$ cat src/rtl/fts_pkg.sv
package fts_pkg;

    localparam int BURST_W = 2;

    typedef enum logic [1:0] {
        OP_IDLE  = 2'd0,
        OP_READ  = 2'd1,
        OP_WRITE = 2'd2
    } op_e;

    // Decoded command for one enabled edge
    typedef struct packed {
        logic load;
        logic adv;
        op_e  op_next;
    } cmd_t;

    function automatic logic [BURST_W-1:0] burst_low(
        input logic [BURST_W-1:0] start,
        input logic [BURST_W-1:0] step_cnt,
        input logic               ilv
    );
        return ilv ? (start ^ step_cnt) : (start + step_cnt);
    endfunction

    function automatic logic chips_on(input logic s1n, input logic s2, input logic s3n);
        return !s1n && s2 && !s3n;
    endfunction

endpackage

$ cat src/rtl/fts_burst.sv
module fts_burst
    import fts_pkg::*;
#(
    parameter int ADDR_W = 4
) (
    input  logic              clk,
    input  logic              rst,
    input  logic              load,
    input  logic              adv,
    input  logic              ilv,
    input  logic [ADDR_W-1:0] addr_in,
    output logic [ADDR_W-1:0] addr_cur
);

    logic [ADDR_W-1:0]  base_q;
    logic [BURST_W-1:0] cnt_q;

    always_ff @(posedge clk) begin
        if (rst) begin
            base_q <= '0;
            cnt_q  <= '0;
        end else if (load) begin
            base_q <= addr_in;
            cnt_q  <= '0;
        end else if (adv) begin
            cnt_q  <= cnt_q + 1'b1;
        end
    end

    assign addr_cur = {base_q[ADDR_W-1:BURST_W],
                       burst_low(base_q[BURST_W-1:0], cnt_q, ilv)};

endmodule

$ cat src/rtl/fts_ctrl.sv
module fts_ctrl
    import fts_pkg::*;
(
    input  logic clk,
    input  logic rst,
    input  logic step,
    input  logic chips,
    input  logic sleep,
    input  logic wr_n,
    input  logic adv_load,
    output cmd_t cmd,
    output op_e  op_q,
    output logic commit
);

    always_comb begin
        cmd         = '0;
        cmd.op_next = op_q;
        if (step) begin
            if (!adv_load) begin
                if (chips && !sleep) begin
                    cmd.load    = 1'b1;
                    cmd.op_next = wr_n ? OP_READ : OP_WRITE;
                end else begin
                    cmd.op_next = OP_IDLE;
                end
            end else if (op_q != OP_IDLE && !sleep) begin
                cmd.adv = 1'b1;
            end else begin
                cmd.op_next = OP_IDLE;
            end
        end
    end

    // The cycle after an accepted write is its data phase
    assign commit = step && (op_q == OP_WRITE);

    always_ff @(posedge clk) begin
        if (rst) op_q <= OP_IDLE;
        else     op_q <= cmd.op_next;
    end

endmodule

$ cat src/rtl/fts_array.sv
module fts_array #(
    parameter int ADDR_W = 4,
    parameter int LANES  = 4,
    parameter int LANE_W = 9
) (
    input  logic                    clk,
    input  logic                    rst,
    input  logic                    we,
    input  logic [LANES-1:0]        lane_n,
    input  logic [ADDR_W-1:0]       addr,
    input  logic [LANES*LANE_W-1:0] wdata,
    output logic [LANES*LANE_W-1:0] rdata
);

    localparam int DEPTH = 1 << ADDR_W;

    for (genvar g = 0; g < LANES; g++) begin : g_lane
        logic [LANE_W-1:0] mem [DEPTH];

        always_ff @(posedge clk) begin
            if (rst) begin
                for (int i = 0; i < DEPTH; i++) mem[i] <= '0;
            end else if (we && !lane_n[g]) begin
                mem[addr] <= wdata[g*LANE_W +: LANE_W];
            end
        end

        assign rdata[g*LANE_W +: LANE_W] = mem[addr];
    end

endmodule

$ cat src/rtl/fts_sram.sv
module fts_sram
    import fts_pkg::*;
#(
    parameter int ADDR_W = 4,
    parameter int LANES  = 4,
    parameter int LANE_W = 9
) (
    input  logic                    clk,
    input  logic                    rst,
    input  logic                    clk_en_n,
    input  logic [ADDR_W-1:0]       addr,
    input  logic                    sel1_n,
    input  logic                    sel2,
    input  logic                    sel3_n,
    input  logic                    wr_n,
    input  logic [LANES-1:0]        lane_wr_n,
    input  logic                    adv_load,
    input  logic                    burst_ilv,
    input  logic                    sleep,
    input  logic                    out_en_n,
    input  logic [LANES*LANE_W-1:0] data_in,
    output logic [LANES*LANE_W-1:0] data_out,
    output logic                    data_oe
);

    localparam int DATA_W = LANES * LANE_W;

    logic              step;
    logic              chips;
    cmd_t              cmd;
    op_e               op_q;
    logic              commit;
    logic [ADDR_W-1:0] addr_cur;

    assign step  = !clk_en_n;
    assign chips = chips_on(sel1_n, sel2, sel3_n);

    fts_ctrl u_ctrl (
        .clk      (clk),
        .rst      (rst),
        .step     (step),
        .chips    (chips),
        .sleep    (sleep),
        .wr_n     (wr_n),
        .adv_load (adv_load),
        .cmd      (cmd),
        .op_q     (op_q),
        .commit   (commit)
    );

    fts_burst #(.ADDR_W(ADDR_W)) u_burst (
        .clk      (clk),
        .rst      (rst),
        .load     (cmd.load),
        .adv      (cmd.adv),
        .ilv      (burst_ilv),
        .addr_in  (addr),
        .addr_cur (addr_cur)
    );

    // The current address is the write target during a data phase and
    // the read address during a read cycle.
    fts_array #(.ADDR_W(ADDR_W), .LANES(LANES), .LANE_W(LANE_W)) u_array (
        .clk    (clk),
        .rst    (rst),
        .we     (commit),
        .lane_n (lane_wr_n),
        .addr   (addr_cur),
        .wdata  (data_in),
        .rdata  (data_out)
    );

    assign data_oe = !out_en_n && (op_q == OP_READ);

endmodule

$ cat config.mk
export PLATFORM = sky130hd
export DESIGN_NAME = fts_sram
export DESIGN_NICKNAME = d
export VERILOG_FILES = /design/src/rtl/fts_pkg.sv /design/src/rtl/fts_burst.sv /design/src/rtl/fts_ctrl.sv /design/src/rtl/fts_array.sv /design/src/rtl/fts_sram.sv
export SDC_FILE = /design/constraint.sdc
export NUM_CORES = 1
export LEC_CHECK = 0
export ABC_AREA = 1
export BUFFER_PORTS_ARGS = -buffer_cell sky130_fd_sc_hd__clkbuf_2
export CORE_UTILIZATION = 35
export CTS_BUF_LIST = sky130_fd_sc_hd__clkbuf_4
export CTS_CLUSTER_DIAMETER = 40
export DETAILED_ROUTE_END_ITERATION = 8
export GPL_ROUTABILITY_DRIVEN = 0
export HOLD_SLACK_MARGIN = 0.06
export PLACE_DENSITY = 0.59
export SLEW_MARGIN = 10
export SYNTH_ARGS = -nofsm -noshare
export SYNTH_HDL_FRONTEND = slang
export SYNTH_HIERARCHICAL = 1
export SYNTH_SLANG_ARGS = --single-unit
$ cat constraint.sdc
create_clock -name clk -period 2.35 [get_ports clk]
set_input_delay 0.47 -clock clk [delete_from_list [all_inputs] [get_ports clk]]
set_output_delay 0.47 -clock clk [all_outputs]
set_load 0.01 [all_outputs]
# Word-level counts from Yosys, hierarchy flattened
# Memories as Yosys holds them, arrays and structs flattened.
# Cells that the tools add are included.
dict set report totals {
  register_bits 8
  latchBits 0
  ramBits 576
  mem_bits_ro 0
  in_bits 55
  output_inout_bits 37
  wordCells 76
  memories 4
}
dict set report op_classes {
  addsub 2
  n_mul 0
  div_mod_pow 0
  n_lt_le_gt_ge 0
  n_eq_ne 3
  shifts 0
  n_mux 36
  n_bitwise 2
  n_reduce_logical 26
}
# memory depth width rd rd_clocked_by_memory_dff write_ports line
set mem_list {}
lappend mem_list {{u_array.g_lane[0].mem} 16 9 1 0 16 fts_array.sv:18} ;# logic [LANE_W-1:0] mem [DEPTH];
lappend mem_list {{u_array.g_lane[1].mem} 16 9 1 0 16 fts_array.sv:18}
lappend mem_list {{u_array.g_lane[2].mem} 16 9 1 0 16 fts_array.sv:18}
lappend mem_list {{u_array.g_lane[3].mem} 16 9 1 0 16 fts_array.sv:18}
# operator count
set op_table {}
lappend op_table {{9-bit 2-to-1 mux} 4}
lappend op_table {{9-bit OR reduction} 4}
lappend op_table {{1-bit 2-to-1 mux} 22}
lappend op_table {{4-bit 2-to-1 mux} 5}
lappend op_table {{1-bit logical AND} 10}
lappend op_table {{2-bit 2-to-1 mux} 5}
lappend op_table {{1-bit logical NOT} 9}
lappend op_table {{2-bit by 1-bit adder with 2-bit output, second input constant} 1}
lappend op_table {{2-bit adder} 1}
lappend op_table {{2-bit by 1-bit == test with 1-bit output, second input constant} 1}
lappend op_table {{2-bit == test, second input constant} 1}
lappend op_table {{2-bit != test, second input constant} 1}
lappend op_table {{2-bit AND reduction} 1}
lappend op_table {{2-bit nonzero test} 1}
lappend op_table {{2-bit OR reduction} 1}
lappend op_table {{2-bit bitwise XOR} 1}
lappend op_table {{1-bit NOT} 1}

# Longest topological paths before layout
# Gate-level depths: netlist of the first run.
dict set report logic_depth {
  depth_word 8
  depth_mapped 15
  depth_no_buf 13
}

# Modules after synthesis
# The synthesis of the first run kept the hierarchy.
# mod n_inst cells_each area_each_um2 seq_area_each_um2
set by_module_without_submodules {}
lappend by_module_without_submodules {fts_array 1 3128 27069.7 17296.6}
lappend by_module_without_submodules {fts_burst 1 45 294.0 120.1}
lappend by_module_without_submodules {fts_ctrl 1 25 143.9 40.0}
lappend by_module_without_submodules {fts_sram 1 7 31.3 0.0}

# Worst setup path before layout of the first run
# OpenSTA, ideal clock, no wires.
dict set report synth_timing {
  path_type {input to register}
  from {in clk_en_n}
  to {mem u_array.g_lane[2].mem[0][0], enable pin}
  setup_ns 0.334
  arrival_ns 1.879
  required_ns 2.016
  path_slack_ns 0.136
  path_stages 8
  n_path_buf 1
  cell_sequence {inv_1 -> inv_1 -> nor3_1 -> nand2_2 -> nor2_2 -> buf_2 -> nand2_1 -> nand2_1}
}
# element line
set synth_rtl {}
lappend synth_rtl {{start, declared} fts_sram.sv:10} ;# input logic clk_en_n,
lappend synth_rtl {{end, declared} fts_array.sv:18}

# Final worst setup path of the first run
dict set report layout_timing {
  from {reg u_burst.base_q[0]}
  to {out data_out[6]}
}
dict set report layout_via {
  elab_chain_cells 3
  elab_cells_between_ends 4
  cone_classes {1 x add/sub; 1 x mux; 1 x bitwise; 1 x memory}
}
# element line
set layout_rtl {}
lappend layout_rtl {{start, declared} fts_burst.sv:15} ;# logic [ADDR_W-1:0] base_q;
lappend layout_rtl {{start signal, assigned} fts_burst.sv:23} ;# base_q <= addr_in;
lappend layout_rtl {{2-bit adder / 2-bit bitwise XOR (equally long branches)} fts_pkg.sv:23} ;# return ilv ? (start ^ step_cnt) : (start + step_cnt);
lappend layout_rtl {{2-bit 2-to-1 mux (*)} fts_pkg.sv:23}
lappend layout_rtl {{via addr_cur[0]} fts_sram.sv:33} ;# logic [ADDR_W-1:0] addr_cur;
lappend layout_rtl {{memory 16 x 9 bit (*)} --}
lappend layout_rtl {{end, declared} fts_sram.sv:22} ;# output logic [LANES*LANE_W-1:0] data_out,
# Mark *: on every way through the listed nets, which the timed path passes. The rest lies on a longest branch.

==> results of run 1 <==
## sequential cells by signal (all words and copies together), names as in the netlist
| name | flops |
|---|---|
| u_burst/base_q | 4 |
| u_array/g_lane.mem | 576 |
| u_burst/cnt_q | 2 |
| u_ctrl/op_q | 2 |
## power breakdown
part           total, mW  switching (mW)  internal, mW
combinational       1.63            1.01         0.621
sequential          11.8          0.0929          11.7
clock               8.83            4.18          4.64
## worst min-delay path by stage
stage | depth (start not counted) | slack [ps] | start | to
3_3_place_gp | 2 | 470 | u_ctrl/op_q[1] | u_ctrl/op_q[1]
5_1_grt | 3 | 140 | data_in[19] | u_array/g_lane[2].mem[4][1]
4_1_cts | 3 | 70 | data_in[2] | u_array/g_lane[0].mem[7][2]
2_1_floorplan | 2 | 450 | u_ctrl/op_q[1] | u_ctrl/op_q[1]
6_report | 3 | 190 | data_in[19] | u_array/g_lane[2].mem[3][1]
3_5_place_dp | 2 | 480 | u_ctrl/op_q[1] | u_ctrl/op_q[1]
## critical path, stage by stage (launching register included)
cell,delay [ps]
dfxtp_2,330
ha_4,260
buf_12,130
buf_12,120
buf_12,150
buf_12,140
buf_16,130
nand2_2,50
nand2_2,50
nand2_1,70
nand2_1,60
nand2_1,50
nand2_1,50
inv_1,40
nand2_1,60
buf_2,140
## per-stage QoR
stage	hold WS [ps]	cell area (um2)	total power, mW
6_report	194	35900	22.3
5_1_grt	143	35900	23.2
4_1_cts	67.0	35400	22.5
3_5_place_dp	481	31700	13.5
3_3_place_gp	471	31700	13.5
2_1_floorplan	446	27500	12.7
## repair_timing
| action | in CTS | in global routing |
|---|---|---|
| buffers inserted | 16 | 1 |
| pin swaps | 39 | 36 |
| endpoints found under the setup margin | 62 | 276 |
| hold buffers | 49 | 0 |
| gates cloned | 26 | 8 |
| hold endpoints to repair | 422 | 0 |
| gates resized for setup | 151 | 116 |
## area by class of cell
class                   count  area, um2
inverters                 134        543
clock inverters            37        213
diodes                      1       2.50
fillers                  7475      41700
repair inverters            3       40.0
clock buffers             228       1710
repair buffers            439       5260
well taps                1040       1300
multi-input cells        2327       9360
flip-flops and latches    584      17500
## routing by layer
| metal | vias up | share of wire [%] | GRT usage [%] |
|---|---|---|---|
| met5 | - | 0 | 0 |
| met4 | 0 | 2.3 | 7.39 |
| met3 | 141 | 7.0 | 3.87 |
| met2 | 797 | 49 | 36.0 |
| met1 | 10700 | 42 | 28.0 |
| li1 | 11000 | - | - |
==> summary.md, run 1 <==
| Metric | Value |
|---|---|
| Die W | `about 280 um` |
| Clock sinks | `a little under 600` |
| Final hold violations | `0` |
| Remaining global-route overflow | `0` |
| CP endpoint | `data_out[6]` |
| Final non-filler cell total | `4793` |
| CTS tree | `built` |
| FF-to-FF setup slack | `30 ps` |
| Reg2reg start | `u_burst/base_q[0]` |
| Hpwl dp | `a little over 50000 um` |
| Vias per cell | `~4.7` |
| Critical path fanouts, max | `5` |
| IO Count | `92` |
| Minimum clock period | `between 3000 and 4000 ps` |
| Remaining antenna violation count | `0` |
| Crit start category | `flip-flop` |
| R2R depth | `12` |
| Clk pin slew, worst setup/hold paths | `60 ps` |
| GRT Total Usage | `21.5%` |
| Avg WL per Cell | `17.7 um` |
| CTS H-Tree Depth | `4` |
| Final-stage net count | `3702` |
| Port buffer count | `91` |
| Layout Skew | `approximately 52 ps` |
| Final core occ | `between 40 and 50%` |
| Critical Path AT | `2830 ps` |
| Worst rel slew slack | `46.1%` |
| Outcome | `finished, violations left` |
| Slew @ Worst Pin | `807 ps` |
| Vias in the first global route | `22200` |
| Vias after detailed routing | `~23000` |
| Mapped Nets | `~3300` |
| LEAKAGE | `16.6 nW` |
| Final setup TNS | `-32700 ps` |
| Core ar. | `77600 um2` |
| DIE AREA | `79800 um2` |
| Drt drc | `0` |
| Detailed Route Iter0 Violations | `1667` |
| Share of post-route cells with drive strength above 1 | `between 20% and 30%` |
| Most frequent cells in the layout | `nand2_1 (1545), nor2_1 (589), edfxtp_1 (576)` |
| Yosys warning total | `6` |
| Placed cells | `4429` |
| Clk buf depth | `3` |
| WS Path Type | `flip-flop to output port` |
| VDD IR max | `0.000304 V` |
| Reg2reg end | `u_array/g_lane[1].mem[7][5]` |
| Initial antenna violation count | `1` |
| Crit. End Element | `output port` |
| CTS Buf Count | `157` |
| Power Dens Cells | `~620 nW/um2` |
| Post-route setup slack | `-950 ps` |
| Final setup viols | `36` |
| Die height | `~280 um` |
| Rows | `slightly above 100` |
| First-pass GRT wire length | `129000 um` |
| Skew-Pair Late Insertion Delay | `970 ps` |
| Synth Instances | `3203` |
| Max Clk Rate | `roughly 300 MHz` |
| Max Cap Violations | `0` |
| CP required | `1880 ps` |
| Area grow syn2layout | `30.4%` |
| Unrepaired setup endpoints after global routing | `true` |
| CTS root buf | `clkbuf_4` |
| Syn Area/Cell | `8.60 um2` |
| Fin. max-slew vios | `0` |
| Final WL | `84700 um` |
| Cell Area, Synth | `27500 um2` |
| Worst hold path class | `primary input to flip-flop` |
| Commonest non-fill, non-tap cell in the layout | `nand2_1` |
| Drt first pass iters | `8` |
| Setup WS pre-CTS | `-159 ps` |
| Crit path from | `u_burst/base_q[0]` |
| Largest net degree at the start of global routing | `65` |
| Period utilization | `140%` |
| Starting density of the core | `35.5%` |
| Failing checks | `negative setup slack` |
(Power assumes the default switching activity.)
==> run 2, diff against run 1 <==
Settings changed: CTS_CLUSTER_SIZE set to 10, PLACE_DENSITY 0.59 to 0.57.
Clock period 2.35 ns to 3.8 ns, I/O delays scaled along.
==> run 2 against run 1 <==
  * Via count down 6.0%
  * Core utilization fell by 5.8 points
  * Global-route usage fell by 1.3 points
  * Hold slack got worse by 19 ps
  * Sequential power down 38%
  * Clock skew shrank 11 ps
  * Cell area is 12% lower
  * Non-clock buffer count shrank 278
  * Critical path type unchanged
  * Register-to-register slack better by 580 ps
  * Largest cell class unchanged
  * Setup slack better by 1100 ps
  * The run now ends clean
==> summary.md, run 2 (synthesis gave the netlist of run 1 again) <==
| Metric | Value |
|---|---|
| Outcome | `complete, no violations` |
| Largest net degree at the start of global routing | `73 (+12%)` |
| VDD IR max | `0.000186 V (-39%)` |
| Commonest non-fill, non-tap cell in the layout | `nand2_1` |
| Period utilization | `96.1%` |
| Detailed Route Iter0 Violations | `1783 (+7.0%)` |
| Skew-Pair Late Insertion Delay | `900 ps (-70 ps)` |
| Met3 Use GR | `2.99% (-0.88 points)` |
| Clk pin slew, worst setup/hold paths | `90 ps (+30 ps)` |
| Worst rel slew slack | `26.0% (-20 points)` |
| Initial antenna violation count | `1 (unchanged)` |
| IO Count | `92 (unchanged)` |
| Port buffer count | `91 (unchanged)` |
| Critical path fanouts, max | `36 (+31)` |
| GRT Total Usage | `20.2% (-1.3 points)` |
| CTS root buf | `clkbuf_4` |
| Total power draw | `13.3 mW (-40%)` |
| Final-stage net count | `3369 (-9.0%)` |
| Area grow syn2layout | `14.1%` |
| Reg2reg end | `u_array/g_lane[2].mem[1][1]` |
| Crit path top cell by count | `nand2_1` |
| CTS H-Tree Depth | `3 (-1)` |
| Minimum clock period | `3650 ps` |
| First-pass GRT wire length | `122000 um (-5.5%)` |
| CP max stage delay | `400 ps (+70 ps)` |
| WHS Endpoint | `u_ctrl/op_q[0]` |
| Max reg flops | `576 (unchanged)` |
| Worst hold path class | `primary input to flip-flop` |
| CTS tree | `built` |
| Drt drc | `0 (unchanged)` |
| Cells along the critical path | `ha_4 > buf_12 > buf_16 > nand2_1 > nand2_1 > nand2_1 > nand2_1 > nand2_1 > nand2_1 > inv_1 > nand2_1 > clkbuf_2` |
| Delay-heaviest family, CP | `buffers and inverters` |
| Vias in the first global route | `20400 (-8.4%)` |
| Slew @ Worst Pin | `1110 ps (+303 ps)` |
| Design area | `31400 um2 (-12%)` |
| Crit start category | `flip-flop` |
| Placed Instance Area | `29100 um2 (-8.0%)` |
| Max Clk Rate | `274 MHz` |
| Power Dens Cells | `423 nW/um2 (-32%)` |
| Clock sinks | `584 (unchanged)` |
| CP Buf/Inv Count | `4 (-3)` |
| Fillers | `7948 (+6.3%)` |
| Die W | `282 um (unchanged)` |
| Drt first pass iters | `6 (-2)` |
| Starting density of the core | `35.5% (unchanged)` |
| Critical-path top delay cell | `ha_4` |
| Crit path from | `u_burst/base_q[0]` |
| Vias after detailed routing | `21300 (-6.0%)` |
| WS Path Type | `flip-flop to output port` |
| Hpwl dp | `47000 um (-8.2%)` |
| Hold depth | `3 (unchanged)` |
| Rows | `102 (unchanged)` |
| Met1 GRT Util | `27.6% (-0.35 points)` |
| WP depth | `12 (-3)` |
| Reg2reg start | `u_burst/base_q[0]` |
| Remaining global-route overflow | `0 (unchanged)` |
| Remaining antenna violation count | `0 (unchanged)` |
| Die height | `282 um (unchanged)` |
| Final hold violations | `0 (unchanged)` |
| R2R depth | `7 (-5)` |
| Busiest grt layer | `met2` |
| CTS Buf Count | `103 (-34%)` |
| Most frequent cells in the layout | `nand2_1 (1665), nor2_1 (589), edfxtp_1 (576)` |
| Core ar. | `77600 um2 (unchanged)` |
| FF-to-FF setup slack | `610 ps (+580 ps)` |
| Clk buf depth | `3 (unchanged)` |
| DIE AREA | `79800 um2 (unchanged)` |
| Largest Register | `u_array/g_lane.mem` |
| Critical Path AT | `2890 ps (+60 ps)` |
| Vias per cell | `4.79 (+1.6%)` |
| Hold path start | `wr_n` |
| Avg WL per Cell | `18.8 um (+6.6%)` |
| Layout Skew | `41.6 ps (-10.7 ps)` |
| Fin. max-slew vios | `0 (unchanged)` |
| Final WL | `83600 um (-1.3%)` |
| LEAKAGE | `14.4 nW (-14%)` |
| Share of post-route cells with drive strength above 1 | `12.0% (-10 points)` |
| GR Layer Usage met2 | `33.0% (-3.1 points)` |
| CP required | `3040 ps (+1160 ps)` |
| Max Cap Violations | `0 (unchanged)` |
| Crit. End Element | `output port` |
| Largest regs | `u_array/g_lane.mem: 576 flops, u_burst/base_q: 4 flops` |
| Final setup viols | `0 (-100%)` |
run 2: how the worst max path moves through the flow:
stage | slack [ps] | endpoint
after global routing | -8 | data_out[35]
final | 150 | data_out[29]
after CTS | -3 | data_out[17]
after floorplan | 1050 | data_out[0]
after global placement | 310 | u_array/g_lane[0].mem[0][5]
after detailed placement | 330 | u_array/g_lane[0].mem[1][3]
run 2: layer usage:
metal	vias up	part of all wire (%)
met5	-	0
met4	0	2.6
met3	124	7.0
met2	740	47
met1	10100	44
li1	10300	-
run 2: where the power goes:
group / internal [mW] / total, mW / switching [mW]
logic: 0.165 / 0.732 / 0.568
registers: 7.25 / 7.31 / 0.0544
clock network: 2.53 / 5.24 / 2.71
run 2: metrics by stage:
step           utilization (%)  hold slack, ps  std cells  setup slack, ps  TNS, ps
3_3_place_gp              37.5             477       4222              308        0
4_1_cts                   40.1            81.5       4422            -2.73    -4.81
2_1_floorplan                -             446       3203             1050        0
5_1_grt                   40.5             152       4438            -7.62    -18.3
6_report                  40.5             174       4438              149        0
3_5_place_dp              37.5             475       4222              329        0
run 2: area by class of cell:
class	instances	area, um2	area share, %
clock buffers	114	856	2.72
clock inverters	75	811	2.58
repair buffers	161	1450	4.61
diodes	1	2.50	0.00797
well taps	1040	1300	4.14
multi-input cells	2327	8950	28.5
repair inverters	2	22.5	0.0717
flip-flops and latches	584	17500	55.6
inverters	134	562	1.79
run 2: repair_timing:
| item | CTS | global route |
|---|---|---|
| setup endpoints to repair | 36 | 34 |
| pin swaps | 1 | 1 |
| hold buffers | 4 | 0 |
| buffers inserted | 1 | 6 |
| gates cloned | 6 | 9 |
| gates resized for setup | 18 | 13 |
| hold endpoints to repair | 4 | 0 |
run 2: worst register-to-register path, delay by kind of cell (launching register included):
family / cells / cell delay, ps
and+or+nand+nor: 4 / 1610
adders and majority gates: 1 / 400
buffers and inverters: 2 / 480
DFF: 1 / 340
==> run 3, diff against run 2 <==
Settings changed: ABC_CLOCK_PERIOD_IN_PS set to 3800, MAX_ROUTING_LAYER set to met4, PLACE_DENSITY 0.57 to 0.52.
==> run 3 against run 2 <==
  * Clock-buffer cell count did not move
  * Clock power up 4.4%
  * Register-to-register slack improved by 90 ps
  * Hold slack got worse by 3.1 ps
  * Via count rose by 0.16%
  * Sequential share of layout area shrank 0.66 points
  * Highest routed layer unchanged
  * Critical path type unchanged
==> summary.md, run 3 (synthesis gave the netlist of run 1 again) <==
| Metric | Value |
|---|---|
| CP Buf/Inv Count | `5 (+1)` |
| Placed Instance Area | `29400 um2 (+0.98%)` |
| Gate power share | `5.5% (about the same)` |
| Drt first pass iters | `5 (-1)` |
| Slew @ Worst Pin | `919 ps (-191 ps)` |
| CP required | `3040 ps (about the same)` |
| First-pass GRT wire length | `123000 um (+1.5%)` |
| Total power draw | `13.5 mW (+1.7%)` |
| Placed cells | `4251 (+0.69%)` |
| WS Path Type | `flip-flop to output port` |
| FF-to-FF setup slack | `700 ps (+90 ps)` |
| Flop pwr share | `54.1% (-0.9 points)` |
| Clk pin slew, worst setup/hold paths | `80 ps (about the same)` |
| Final non-filler cell total | `4468 (+0.68%)` |
| Max Clk Rate | `279 MHz (+1.8%)` |
| Clock power frac | `40.5% (+1.1 points)` |
| Fin. max-slew vios | `0 (unchanged)` |
| Skew-Pair Late Insertion Delay | `900 ps (about the same)` |
| Final core occ | `41.0% (+0.49 points)` |
| CTS H-Tree Depth | `3 (unchanged)` |
| VDD IR max | `0.000205 V (+10%)` |
| Vias per cell | `4.77 (-0.51%)` |
| Crit path top cell by count | `nand2_1` |
| Die W | `282 um (unchanged)` |
| Setup WS pre-CTS | `219 ps (-110 ps)` |
| Cells along the critical path | `ha_4 > buf_6 > clkinv_16 > buf_16 > nand2_1 > nand2_1 > nand2_1 > nand2_1 > nand2_1 > nand2_1 > inv_1 > nand2_1 > clkbuf_2` |
| Largest net degree at the start of global routing | `73 (unchanged)` |
| LEAKAGE | `14.5 nW (+1.2%)` |
| Share of post-route cells with drive strength above 1 | `12.7% (+0.71 points)` |
| Outcome | `complete, no violations` |
| Critical-path top delay cell | `dfxtp_2` |
| Final setup TNS | `0 ps (unchanged)` |
| CTS Buf Count | `103 (unchanged)` |
| Drt drc | `0 (unchanged)` |
| Crit start category | `flip-flop` |
| Layout Skew | `69.3 ps (+27.7 ps)` |
| Core ar. | `77600 um2 (unchanged)` |
| CP max stage delay | `350 ps (-50 ps)` |
| Max reg flops | `576 (unchanged)` |
| IO Count | `92 (unchanged)` |
| Worst hold path class | `primary input to flip-flop` |
| Delay-heaviest family, CP | `buffers and inverters` |
| Most frequent cells in the layout | `nand2_1 (1663), nor2_1 (589), edfxtp_1 (576)` |
| CTS tree | `built` |
| Sw Ratio | `24.4% (-0.73 points)` |
| Commonest non-fill, non-tap cell in the layout | `nand2_1` |
| Largest regs | `u_array/g_lane.mem: 576 flops, u_burst/base_q: 4 flops` |
| Clk buf depth | `3 (unchanged)` |
| Critical Path AT | `2820 ps (-70 ps)` |
| Post-route setup slack | `215 ps (+66.3 ps)` |
| Int Pwr | `10.2 mW (+2.7%)` |
| Fillers | `7950 (+0.025%)` |
| Initial antenna violation count | `1 (unchanged)` |
| Starting density of the core | `35.5% (unchanged)` |
| Final WL | `82900 um (-0.81%)` |
| Port buffer count | `91 (unchanged)` |
| Power Dens Cells | `425 nW/um2 (+0.54%)` |
| Detailed Route Iter0 Violations | `1708 (-4.2%)` |
| GRT Total Usage | `21.3% (+1.1 points)` |
| DIE AREA | `79800 um2 (unchanged)` |
| Remaining global-route overflow | `0 (unchanged)` |
| Unrepaired setup endpoints after global routing | `false` |
| Vias after detailed routing | `21300 (+0.16%)` |
| Crit. End Element | `output port` |
| Largest Register | `u_array/g_lane.mem` |
| Die height | `282 um (unchanged)` |
| Max Cap Violations | `0 (unchanged)` |
| Min Hold Slack | `171 ps (-3.11 ps)` |
| Hpwl dp | `48600 um (+3.5%)` |
| Final hold violations | `0 (unchanged)` |
| Critical path fanouts, max | `48 (+33%)` |
| Final-stage net count | `3395 (+0.77%)` |
| Switching power | `3.29 mW (-1.2%)` |
| CTS root buf | `clkbuf_4` |
| Remaining antenna violation count | `0 (unchanged)` |
| Design area | `31800 um2 (+1.2%)` |
| Final setup viols | `0 (unchanged)` |
| Rows | `102 (unchanged)` |
| Worst rel slew slack | `38.7% (+13 points)` |
| Clock sinks | `584 (unchanged)` |
| Period utilization | `94.3% (-1.7 points)` |
| Vias in the first global route | `20600 (+0.91%)` |
| Avg WL per Cell | `18.6 um (-1.5%)` |
| Minimum clock period | `3580 ps (-66.3 ps)` |
| Area grow syn2layout | `15.5%` |
-- run 3: cell types whose count changed in the layout (fill, tap and decap cells not counted), moves of 2 or more --
cell           change
buf_12             +4
buf_16             +3
buf_4             +24
bufinv_16          +4
clkbuf_16          -3
clkinv_1           +6
clkinv_2           -8
clkinv_4           +3
dlygate4sd3_1      -2
nand2_1            -2
-- run 3: cell type report --
| class | count | area [um2] | area share (%) |
|---|---|---|---|
| Timing Repair Buffer | 186 | 1680 | 5.30 |
| Timing Repair inverter | 3 | 28.8 | 0.0905 |
| Clock inverter | 79 | 926 | 2.91 |
| Multi-Input combinational cell | 2327 | 8960 | 28.2 |
| Inverter | 134 | 573 | 1.80 |
| Tap cell | 1040 | 1300 | 4.09 |
| Clock buffer | 114 | 856 | 2.69 |
| Sequential cell | 584 | 17500 | 54.9 |
| Antenna cell | 1 | 2.50 | 0.00787 |
-- run 3: power groups by stage --
stage / registers [mW] / logic (mW) / clock network (mW)
6_report: 7.30 / 0.736 / 5.47
5_1_grt: 7.33 / 0.815 / 5.88
4_1_cts: 7.31 / 0.735 / 5.62
3_5_place_dp: 7.45 / 0.716 / 0
2_1_floorplan: 7.44 / 0.423 / 0
3_3_place_gp: 7.45 / 0.716 / 0
-- run 3: timing repair --
| action | 4_1_cts | 5_1_grt |
|---|---|---|
| setup endpoints to repair | 36 | 36 |
| hold buffers | 2 | 0 |
| setup buffers | 2 | 6 |
| pin swaps | 2 | 1 |
| endpoints found under the hold margin | 2 | 0 |
| cloned | 7 | 6 |
| gates resized for setup | 21 | 17 |
-- run 3: per-layer routing --
| layer | vias up | part of all wire (%) | global-route usage, % | routed length, um |
|---|---|---|---|---|
| li1 | 10400 | - | - | - |
| met4 | 0 | 2.4 | 6.67 | 2010 |
| met1 | 10200 | 45 | 28.1 | 37100 |
| met5 | - | 0 | - | 0 |
| met3 | 119 | 6.1 | 3.20 | 5040 |
| met2 | 615 | 47 | 33.8 | 38800 |
-- run 3: path summary, 6_finish.rpt --
kind                    start  cells after the start                          end
max          u_burst/cnt_q[0]                     13                 data_out[35]
min                       rst                      2               u_ctrl/op_q[0]
max reg2reg  u_burst/cnt_q[0]                     11  u_array/g_lane[3].mem[0][5]
min reg2reg    u_ctrl/op_q[1]                      2               u_ctrl/op_q[1]
